===== src/rtl/addr_tenure_pkg.sv =====
package addr_tenure_pkg;
   typedef enum logic [1:0] {
      ST_IDLE = 2'd0,
      ST_PEND = 2'd1,
      ST_BT0  = 2'd2,
      ST_BT1  = 2'd3
   } tenure_st_e;
endpackage


===== src/rtl/byte_odd_parity.sv =====
module byte_odd_parity #(
   parameter int DATA_W = 32,
   parameter int BYTE_W = 8,
   localparam int NB    = DATA_W / BYTE_W
) (
   input  logic [DATA_W-1:0] din,
   output logic [NB-1:0]     par
);
   for (genvar k = 0; k < NB; k++) begin : g_byte
      assign par[k] = ~(^din[k*BYTE_W +: BYTE_W]);
   end
endmodule


===== src/rtl/tenure_seq.sv =====
module tenure_seq
   import addr_tenure_pkg::*;
(
   input  logic       clk,
   input  logic       rst_n,
   input  logic       req_valid,
   input  logic       bus_grant,
   input  logic       addr_ack,
   output logic       req_ready,
   output logic       cap_en,
   output tenure_st_e st_d,
   output logic       xfer_start,
   output logic       bus_oe
);
   tenure_st_e st_q;

   always_comb begin
      st_d = st_q;
      unique case (st_q)
         ST_IDLE: if (req_valid) st_d = ST_PEND;
         ST_PEND: if (bus_grant) st_d = ST_BT0;
         ST_BT0:  st_d = ST_BT1;
         ST_BT1:  if (addr_ack) st_d = ST_IDLE;
         default: st_d = ST_IDLE;
      endcase
   end

   always_ff @(posedge clk) begin
      if (!rst_n) st_q <= ST_IDLE;
      else        st_q <= st_d;
   end

   assign req_ready  = (st_q == ST_IDLE);
   assign cap_en     = req_ready && req_valid;
   assign xfer_start = (st_q == ST_BT0);
   assign bus_oe     = (st_q == ST_BT0) || (st_q == ST_BT1);

   AST_START_SINGLE: assert property (@(posedge clk) disable iff (!rst_n)
      xfer_start |=> !xfer_start);
   AST_GRANT_TO_BEAT0: assert property (@(posedge clk) disable iff (!rst_n)
      (st_q == ST_PEND && bus_grant) |=> xfer_start);
   AST_BEAT1_FOLLOWS: assert property (@(posedge clk) disable iff (!rst_n)
      xfer_start |=> (bus_oe && st_q == ST_BT1));
   AST_RELEASE_AFTER_ACK: assert property (@(posedge clk) disable iff (!rst_n)
      (st_q == ST_BT1 && addr_ack) |=> (!bus_oe && req_ready));
   AST_READY_ONLY_IDLE: assert property (@(posedge clk) disable iff (!rst_n)
      req_ready |-> (!bus_oe && !xfer_start));
   AST_IDLE_GRANT_NOP: assert property (@(posedge clk) disable iff (!rst_n)
      (req_ready && !req_valid) |=> !xfer_start);
endmodule


===== src/rtl/beat_drive.sv =====
module beat_drive
   import addr_tenure_pkg::*;
#(
   parameter int ADDR_W    = 32,
   parameter int BYTE_W    = 8,
   parameter bit REG_PAR   = 1'b1,
   localparam int NB       = ADDR_W / BYTE_W
) (
   input  logic              clk,
   input  logic              rst_n,
   input  logic              cap_en,
   input  logic [ADDR_W-1:0] cap_ctrl,
   input  logic [ADDR_W-1:0] cap_addr,
   input  tenure_st_e        st_d,
   output logic [ADDR_W-1:0] bus_addr,
   output logic [NB-1:0]     bus_par
);
   logic [ADDR_W-1:0] ctrl_q, addr_q, bus_d, bus_q;

   always_ff @(posedge clk) begin
      if (!rst_n) begin
         ctrl_q <= '0;
         addr_q <= '0;
      end else if (cap_en) begin
         ctrl_q <= cap_ctrl;
         addr_q <= cap_addr;
      end
   end

   always_comb begin
      unique case (st_d)
         ST_BT0:  bus_d = ctrl_q;
         ST_BT1:  bus_d = addr_q;
         default: bus_d = '0;
      endcase
   end

   always_ff @(posedge clk) begin
      if (!rst_n) bus_q <= '0;
      else        bus_q <= bus_d;
   end

   assign bus_addr = bus_q;

   if (REG_PAR) begin : g_par_reg
      logic [NB-1:0] par_d, par_q;
      byte_odd_parity #(.DATA_W(ADDR_W), .BYTE_W(BYTE_W)) u_par (
         .din (bus_d),
         .par (par_d)
      );
      always_ff @(posedge clk) begin
         if (!rst_n) par_q <= {NB{1'b1}};
         else        par_q <= par_d;
      end
      assign bus_par = par_q;
   end else begin : g_par_comb
      byte_odd_parity #(.DATA_W(ADDR_W), .BYTE_W(BYTE_W)) u_par (
         .din (bus_q),
         .par (bus_par)
      );
   end
endmodule


===== src/rtl/addr_tenure_drv.sv =====
module addr_tenure_drv
   import addr_tenure_pkg::*;
#(
   parameter int ADDR_W  = 32,
   parameter int BYTE_W  = 8,
   parameter bit REG_PAR = 1'b1,
   localparam int NB     = ADDR_W / BYTE_W
) (
   input  logic              clk,
   input  logic              rst_n,
   input  logic              req_valid,
   output logic              req_ready,
   input  logic [ADDR_W-1:0] req_ctrl,
   input  logic [ADDR_W-1:0] req_addr,
   input  logic              bus_grant,
   input  logic              addr_ack,
   output logic              xfer_start,
   output logic [ADDR_W-1:0] bus_addr,
   output logic [NB-1:0]     bus_par,
   output logic              bus_oe
);
   if (BYTE_W < 1 || ADDR_W % BYTE_W != 0) begin : g_bad_width
      $error("ADDR_W must be a whole number of BYTE_W lanes");
   end

   tenure_st_e st_d;
   logic       cap_en;

   tenure_seq u_seq (
      .clk        (clk),
      .rst_n      (rst_n),
      .req_valid  (req_valid),
      .bus_grant  (bus_grant),
      .addr_ack   (addr_ack),
      .req_ready  (req_ready),
      .cap_en     (cap_en),
      .st_d       (st_d),
      .xfer_start (xfer_start),
      .bus_oe     (bus_oe)
   );

   beat_drive #(.ADDR_W(ADDR_W), .BYTE_W(BYTE_W), .REG_PAR(REG_PAR)) u_drv (
      .clk      (clk),
      .rst_n    (rst_n),
      .cap_en   (cap_en),
      .cap_ctrl (req_ctrl),
      .cap_addr (req_addr),
      .st_d     (st_d),
      .bus_addr (bus_addr),
      .bus_par  (bus_par)
   );

   AST_BEAT1_HELD: assert property (@(posedge clk) disable iff (!rst_n)
      (bus_oe && !xfer_start && !addr_ack) |=> (bus_oe && $stable(bus_addr)));
   AST_NO_STROBE_WITHOUT_OE: assert property (@(posedge clk) disable iff (!rst_n)
      xfer_start |-> bus_oe);
endmodule


===== config.mk =====
export PLATFORM = sky130hd
export DESIGN_NAME = addr_tenure_drv
export DESIGN_NICKNAME = d
export VERILOG_FILES = /design/src/rtl/addr_tenure_pkg.sv /design/src/rtl/byte_odd_parity.sv /design/src/rtl/tenure_seq.sv /design/src/rtl/beat_drive.sv /design/src/rtl/addr_tenure_drv.sv
export SDC_FILE = /design/constraint.sdc
export NUM_CORES = 1
export LEC_CHECK = 0
export BUFFER_PORTS_ARGS = -buffer_cell sky130_fd_sc_hd__buf_2
export CORE_MARGIN = 2
export CORE_UTILIZATION = 30
export CTS_BUF_LIST = sky130_fd_sc_hd__clkbuf_2 sky130_fd_sc_hd__clkbuf_4 sky130_fd_sc_hd__clkbuf_8
export DETAILED_ROUTE_END_ITERATION = 6
export SYNTH_ARGS = -nofsm -noshare
export SYNTH_HDL_FRONTEND = slang
export SYNTH_HIERARCHICAL = 1
export SYNTH_SLANG_ARGS = --single-unit

===== constraint.sdc =====
create_clock -name clk -period 2.1 [get_ports clk]
set_input_delay 0.42 -clock clk [delete_from_list [all_inputs] [get_ports clk]]
set_output_delay 0.42 -clock clk [all_outputs]
set_load 0.01 [all_outputs]

* Word level (Yosys, flattened, before mapping)
Cells that the tools add are included.
Widths: inputs -> output; s select.
** Word-level totals
- Register bits after elaboration :: 102
- Bits in latches :: 0
- Bits in writable memories :: 0
- Bits in read-only memories :: 0
- Input port bits :: 69
- Output and inout port bits :: 39
- Logic and storage cells :: 26
- Memories :: 0
** Operators by class
- Add/subtract/negate cells :: 0
- Multiply operators :: 0
- Div/mod/pow operators :: 0
- Magnitude comparators :: 0
- Eq/ne operators :: 5
- Shift operators :: 0
- Mux-type cells :: 5
- Bitwise gates (word level) :: 4
- Reduce and logical (&&, ||, !) cells :: 7
** Operators by type and width (number)
- $pmux 32 s2 :: 1
- $reduce_xor 8->1 :: 4
- $eq 2x2->1 const B :: 4
- $pmux 2 s4 :: 1
- $mux 2 :: 3
- $not 1->1 :: 4
- $eq 2x1->1 const B :: 1
- $logic_not 2->1 :: 1
- $logic_and 1x1->1 :: 1
- $logic_or 1x1->1 :: 1

* Logic depth before layout (Yosys ltp)
- Word-level depth :: 6
- Mapped depth :: 11

* Hierarchy
The synthesis kept the hierarchy.
** Modules (own cells, without submodules)
- beat_drive :: instances 1, cells each 353, area each 3908.7 um^2
- byte_odd_parity :: instances 1, cells each 28, area each 245.2 um^2
- tenure_seq :: instances 1, cells each 16, area each 112.6 um^2

* Worst setup path before layout
Ideal clock, no wire load.
- Path kind :: input to register
- Start point :: input req_valid
- End point :: register u_drv.g_par_reg.par_q[0] (netlist: u_drv/bus_par[0])
- Setup time :: 117 ps
- Data arrival time :: 1908 ps
- Path slack :: 75 ps
- Stages :: 11
- Buffers on the path :: 2
- Path through :: or2_1 -> a21oi_1 -> a31oi_1 -> buf_4 -> buf_6 -> mux2i_1 -> nor2b_1 -> xnor2_1 -> xnor2_1 -> xnor2_1 -> nand2b_1
** Between the ends
- Longest elaborated chain between the ends :: 6
- Elaborated cells on any way between the ends :: 7
- Those cells by class :: 2 x eq/ne; 3 x mux; 1 x bitwise; 1 x reduce/logical
** RTL lines
- from (decl) :: RTL line addr_tenure_drv.sv:11 : input logic req_valid,
- $mux 2 (*) :: RTL line tenure_seq.sv:20 : ST_IDLE: if (req_valid) st_d = ST_PEND;
- $pmux 2 s4 (*) :: RTL line tenure_seq.sv:19 : unique case (st_q)
- via st_d[0] :: RTL line addr_tenure_drv.sv:26 : tenure_st_e st_d;
- $eq 2x2->1 :: RTL line beat_drive.sv:31 : unique case (st_d)
- $pmux 32 s2 (*) :: RTL line beat_drive.sv:31
- via u_drv.bus_d[7] :: RTL line beat_drive.sv:18 : logic [ADDR_W-1:0] ctrl_q, addr_q, bus_d, bus_q;
- $reduce_xor 8->1 (*) :: RTL line byte_odd_parity.sv:10 : assign par[k] = ~(^din[k*BYTE_W +: BYTE_W]);
- $not 1->1 (*) :: RTL line byte_odd_parity.sv:10
- via u_drv.g_par_reg.par_d[0] :: RTL line beat_drive.sv:46 : logic [NB-1:0] par_d, par_q;
- to (signal assigned) :: RTL line beat_drive.sv:52 : if (!rst_n) par_q <= {NB{1'b1}};
- to (signal assigned) :: RTL line beat_drive.sv:53 : else par_q <= par_d;
- to (decl) :: RTL line beat_drive.sv:46
Mark *: on every way through the listed nets, which the timed path passes. The rest lies on a longest branch.
A chain may end at the register's enable or synchronous reset.

* Worst setup path in the final report
- Start point :: register u_seq.st_q[0]
- End point :: register u_drv.g_par_reg.par_q[2] (netlist: u_drv/bus_par[2])
** Between the ends
- Longest elaborated chain between the ends :: 6
- Elaborated cells on any way between the ends :: 13
- Those cells by class :: 5 x eq/ne; 5 x mux; 1 x bitwise; 2 x reduce/logical
** RTL lines
- from (decl) :: RTL line tenure_seq.sv:15 : tenure_st_e st_q;
- from (signal assigned) :: RTL line tenure_seq.sv:30 : else st_q <= st_d;
- $eq 2x2->1 (tied with other cells) :: RTL line tenure_seq.sv:19
- $pmux 2 s4 (*) :: RTL line tenure_seq.sv:19
- via st_d[0] :: RTL line addr_tenure_drv.sv:26
- $eq 2x2->1 :: RTL line beat_drive.sv:31
- $pmux 32 s2 (*) :: RTL line beat_drive.sv:31
- via u_drv.bus_d[23] :: RTL line beat_drive.sv:18
- $reduce_xor 8->1 (*) :: RTL line byte_odd_parity.sv:10
- $not 1->1 (*) :: RTL line byte_odd_parity.sv:10
- via u_drv.g_par_reg.par_d[2] :: RTL line beat_drive.sv:46
Marked as above.

==> results.yml <==
run_status:
  status: "finished, violations left"
  violations: "setup timing"
timing:
  max_freq_mhz: 475.3
  slew-limit-headroom_pct: 70.10
  rsz0062_at_grt: "yes"
  holdWs_ns: 0.2933
  fin_crit_ns: 2.104
  finalSetupViolCount: 1
  fin_ws_ns: -0.003967
  skew_ns: 0.01043
  finalMaxSlewViolations: 0
  post-route-period-util_pct: 100.2
  finalHoldViolations: 0
  worst_pin_slew_ns: 0.4485
yosys:
  synthesis.instances: 397
  synthFlopType: "dfxtp_1"
  yosys-top-cells-count: "102 x dfxtp_1, 96 x mux2i_1, 96 x nor2b_1"
  synth_edf_count: 0
  synth.distinct_cells: 20
  syn-cell-area_um2: 4267
  ys_ff_latch: 102
  synthXorXnorAreaFrac_pct: 5.748
  synth_area_leaders: "dfxtp_1 48%, mux2i_1 23%, nor2b_1 14%"
  synth_nets: 466
  synth_top_family_by_area: "multiplexers"
  yosys-mux-area-fraction_pct: 22.52
  async_flop_share_pct: 0
  ys_warn_count: 6
  synth-seq-area-share_pct: 47.86
  yosysMostFrequentCell: "dfxtp_1"
  synth_compound_area_share_pct: 0.5279
  synth_area_leader_cell: "dfxtp_1"
  avgSynthCellArea_um2: 10.75
  yosys.area_share.adder_pct: 0
  yosysTopAreaCellShare_pct: 47.86
  yosys.area_share.simple_pct: 18.56
final_layout:
  post-route-util_pct: 40.22
  drive_above_1_share_pct: 35.61
  final_nets: 606
  antenna_cells_inserted: 0
  areaGrowthSynthToFinish_pct: 30.85
  final_cells: 722
clocking:
  cts.sinks: 102
  htree_levels: 3
  clkTransAtPathRegs_ns: 0.09
  cts_buffer_depth: 2
  cts_tree: "done"
  cts_made_buffers: 9
  hold_buffers: 0
  insertion_delay_ns: 0.38
  cts-root-buf: "clkbuf_8"
grt:
  grt_pass1_vias: 3159
  grt_max_degree: 46
  track_usage_pct: 13.84
  grt_pass1_wl_mm: 15.77
  grt-ovfl-total: 0
  grt_antenna_before_repair: 0
power:
  p_per_area_nw_per_um2: 764.2
  ir_worst_vdd_v: 0.0002837
  power_leakage_nw: 2.311
hold_path:
  min_path_type: "input pin to register"
detailed_routing:
  wire_per_inst_um: 13.87
  first_pass_iters: 4
  drc_errors: 0
  vias: 3053
  finalWirelength_mm: 10.02
  ant_nets: 0
  via_per_inst: 4.229
  drt_iter0_drc: 92
setup_path:
  endpoint_kind: "register"
  critPathArrivalTime_ns: 2.36
  cp.required_ns: 2.36
  path_class: "register to register"
  startpoint_type: "register"
  worstPathMaxFanout: 7
floorplan:
  ioPinCount: 108
  die_x_um: 123.3
  die_y_um: 123.3
  std_cell_rows: 43
  start_util_pct: 30.74
  die-area_um2: 15190
  placeableCoreArea_um2: 13880
place:
  dp.cells: 699
  portBuffers: 107
  place_hpwl_mm: 6.890
  finalWeightedCongestion: 0.8073
job:
  max_cap_violations: 0
==> cell usage in the layout, fill, tap and decap left out, types with 2 or more instances in the layout <==
master | synthesis | routed
nor2_1 | 35 | 35
mux2i_1 | 96 | 81
buf_12 | 0 | 2
clkbuf_8 | 0 | 11
xnor2_1 | 28 | 28
nand2b_1 | 4 | 4
nor2b_1 | 96 | 93
nand2_1 | 3 | 3
clkbuf_4 | 0 | 3
dfxtp_1 | 102 | 101
buf_6 | 4 | 3
mux2i_2 | 0 | 7
nor2b_2 | 0 | 3
buf_2 | 4 | 107
buf_4 | 1 | 41
mux2i_4 | 0 | 8
==> cell families (layout without fill, tap and decap cells) <==
family                    count (synthesis)  in the layout
AOI/OAI and AO/OA                         3              3
buffers and inverters                    26            171
xor gates and xnor gates                 28             28
DFF                                     102            102
muxes                                    96             96
and+or+nand+nor                         142            142
==> critical path, cell delays in order (launching register included) <==
cell and delay (ns):
dfxtp_2 0.33, or2_1 0.21, a21oi_2 0.20, a31oi_4 0.08, buf_6 0.15, buf_12 0.14
mux2i_4 0.18, nor2b_1 0.14, xnor2_1 0.09, xnor2_1 0.24, xnor2_1 0.08, nand2b_1 0.14
==> registers in the layout, summed over array words and instances, names as in the netlist <==
signal / count
u_seq/st_q: 2
u_drv/bus_par: 4
u_drv/bus_addr: 32
u_drv/addr_q: 32
u_drv/ctrl_q: 32
==> layout make-up <==
cell class                      instances  area (µm²)
Clock buffer                           14       173.9
Clock inverter                          2       16.27
Fill cell                            1401        8298
Inverter                                1       3.754
Multi-Input combinational cell        269        2176
Sequential cell                       102        2043
Tap cell                              180       225.2
Timing Repair Buffer                  154       944.7
==> through the flow <==
| stage | power (mW) | setup TNS, ns | instance area, µm² | worst slack, ns |
|---|---|---|---|---|
| floorplan | 2.716 | 0 | 4267 | 0.07519 |
| global placement | 2.993 | -0.8890 | 5182 | -0.2788 |
| detailed placement | 3.011 | -0.9732 | 5182 | -0.2928 |
| CTS | 4.339 | -0.04693 | 5575 | -0.02975 |
| global route | 4.487 | -0.3410 | 5583 | -0.1345 |
| finish | 4.266 | -0.003967 | 5583 | -0.003967 |
==> timing repair <==
item,in CTS,in global routing
resized for setup,21,12
setup buffers,8,1
pin swaps,12,7
cloned,2,0
endpoints found under the setup margin,4,4
==> worst paths after layout <==
check | from | to | slack [ns] | cells after the start
hold / removal | req_ctrl[2] | u_drv/ctrl_q[2]$_SDFFE_PN0P_ | 0.29 | 3
setup / recovery | u_seq/st_q[0]$_SDFF_PN0_ | u_drv/bus_par[2]$_SDFF_PN1_ | -0.004 | 11
hold reg to reg | u_drv/addr_q[10]$_SDFFE_PN0P_ | u_drv/addr_q[10]$_SDFFE_PN0P_ | 0.53 | 2
setup reg to reg | u_seq/st_q[0]$_SDFF_PN0_ | u_drv/bus_par[2]$_SDFF_PN1_ | -0.004 | 11
==> power breakdown <==
part	switching, mW	leakage (nW)	total, mW	internal, mW
Clock	0.665	0.0972	1.20	0.539
Combinational	0.418	1.38	0.938	0.520
Sequential	0.0704	0.833	2.12	2.05
Total	1.15	2.31	4.27	3.11
==> layer usage <==
layer / vias to the layer above / wire (µm) / track usage (%)
li1: 1566 / - / -
met1: 1415 / 4636 / 17.40
met2: 61 / 4715 / 22.39
met3: 11 / 475 / 3.413
met4: 0 / 189 / 6.179
met5: - / 0 / 0
Power figures use the tool's default switching activity.
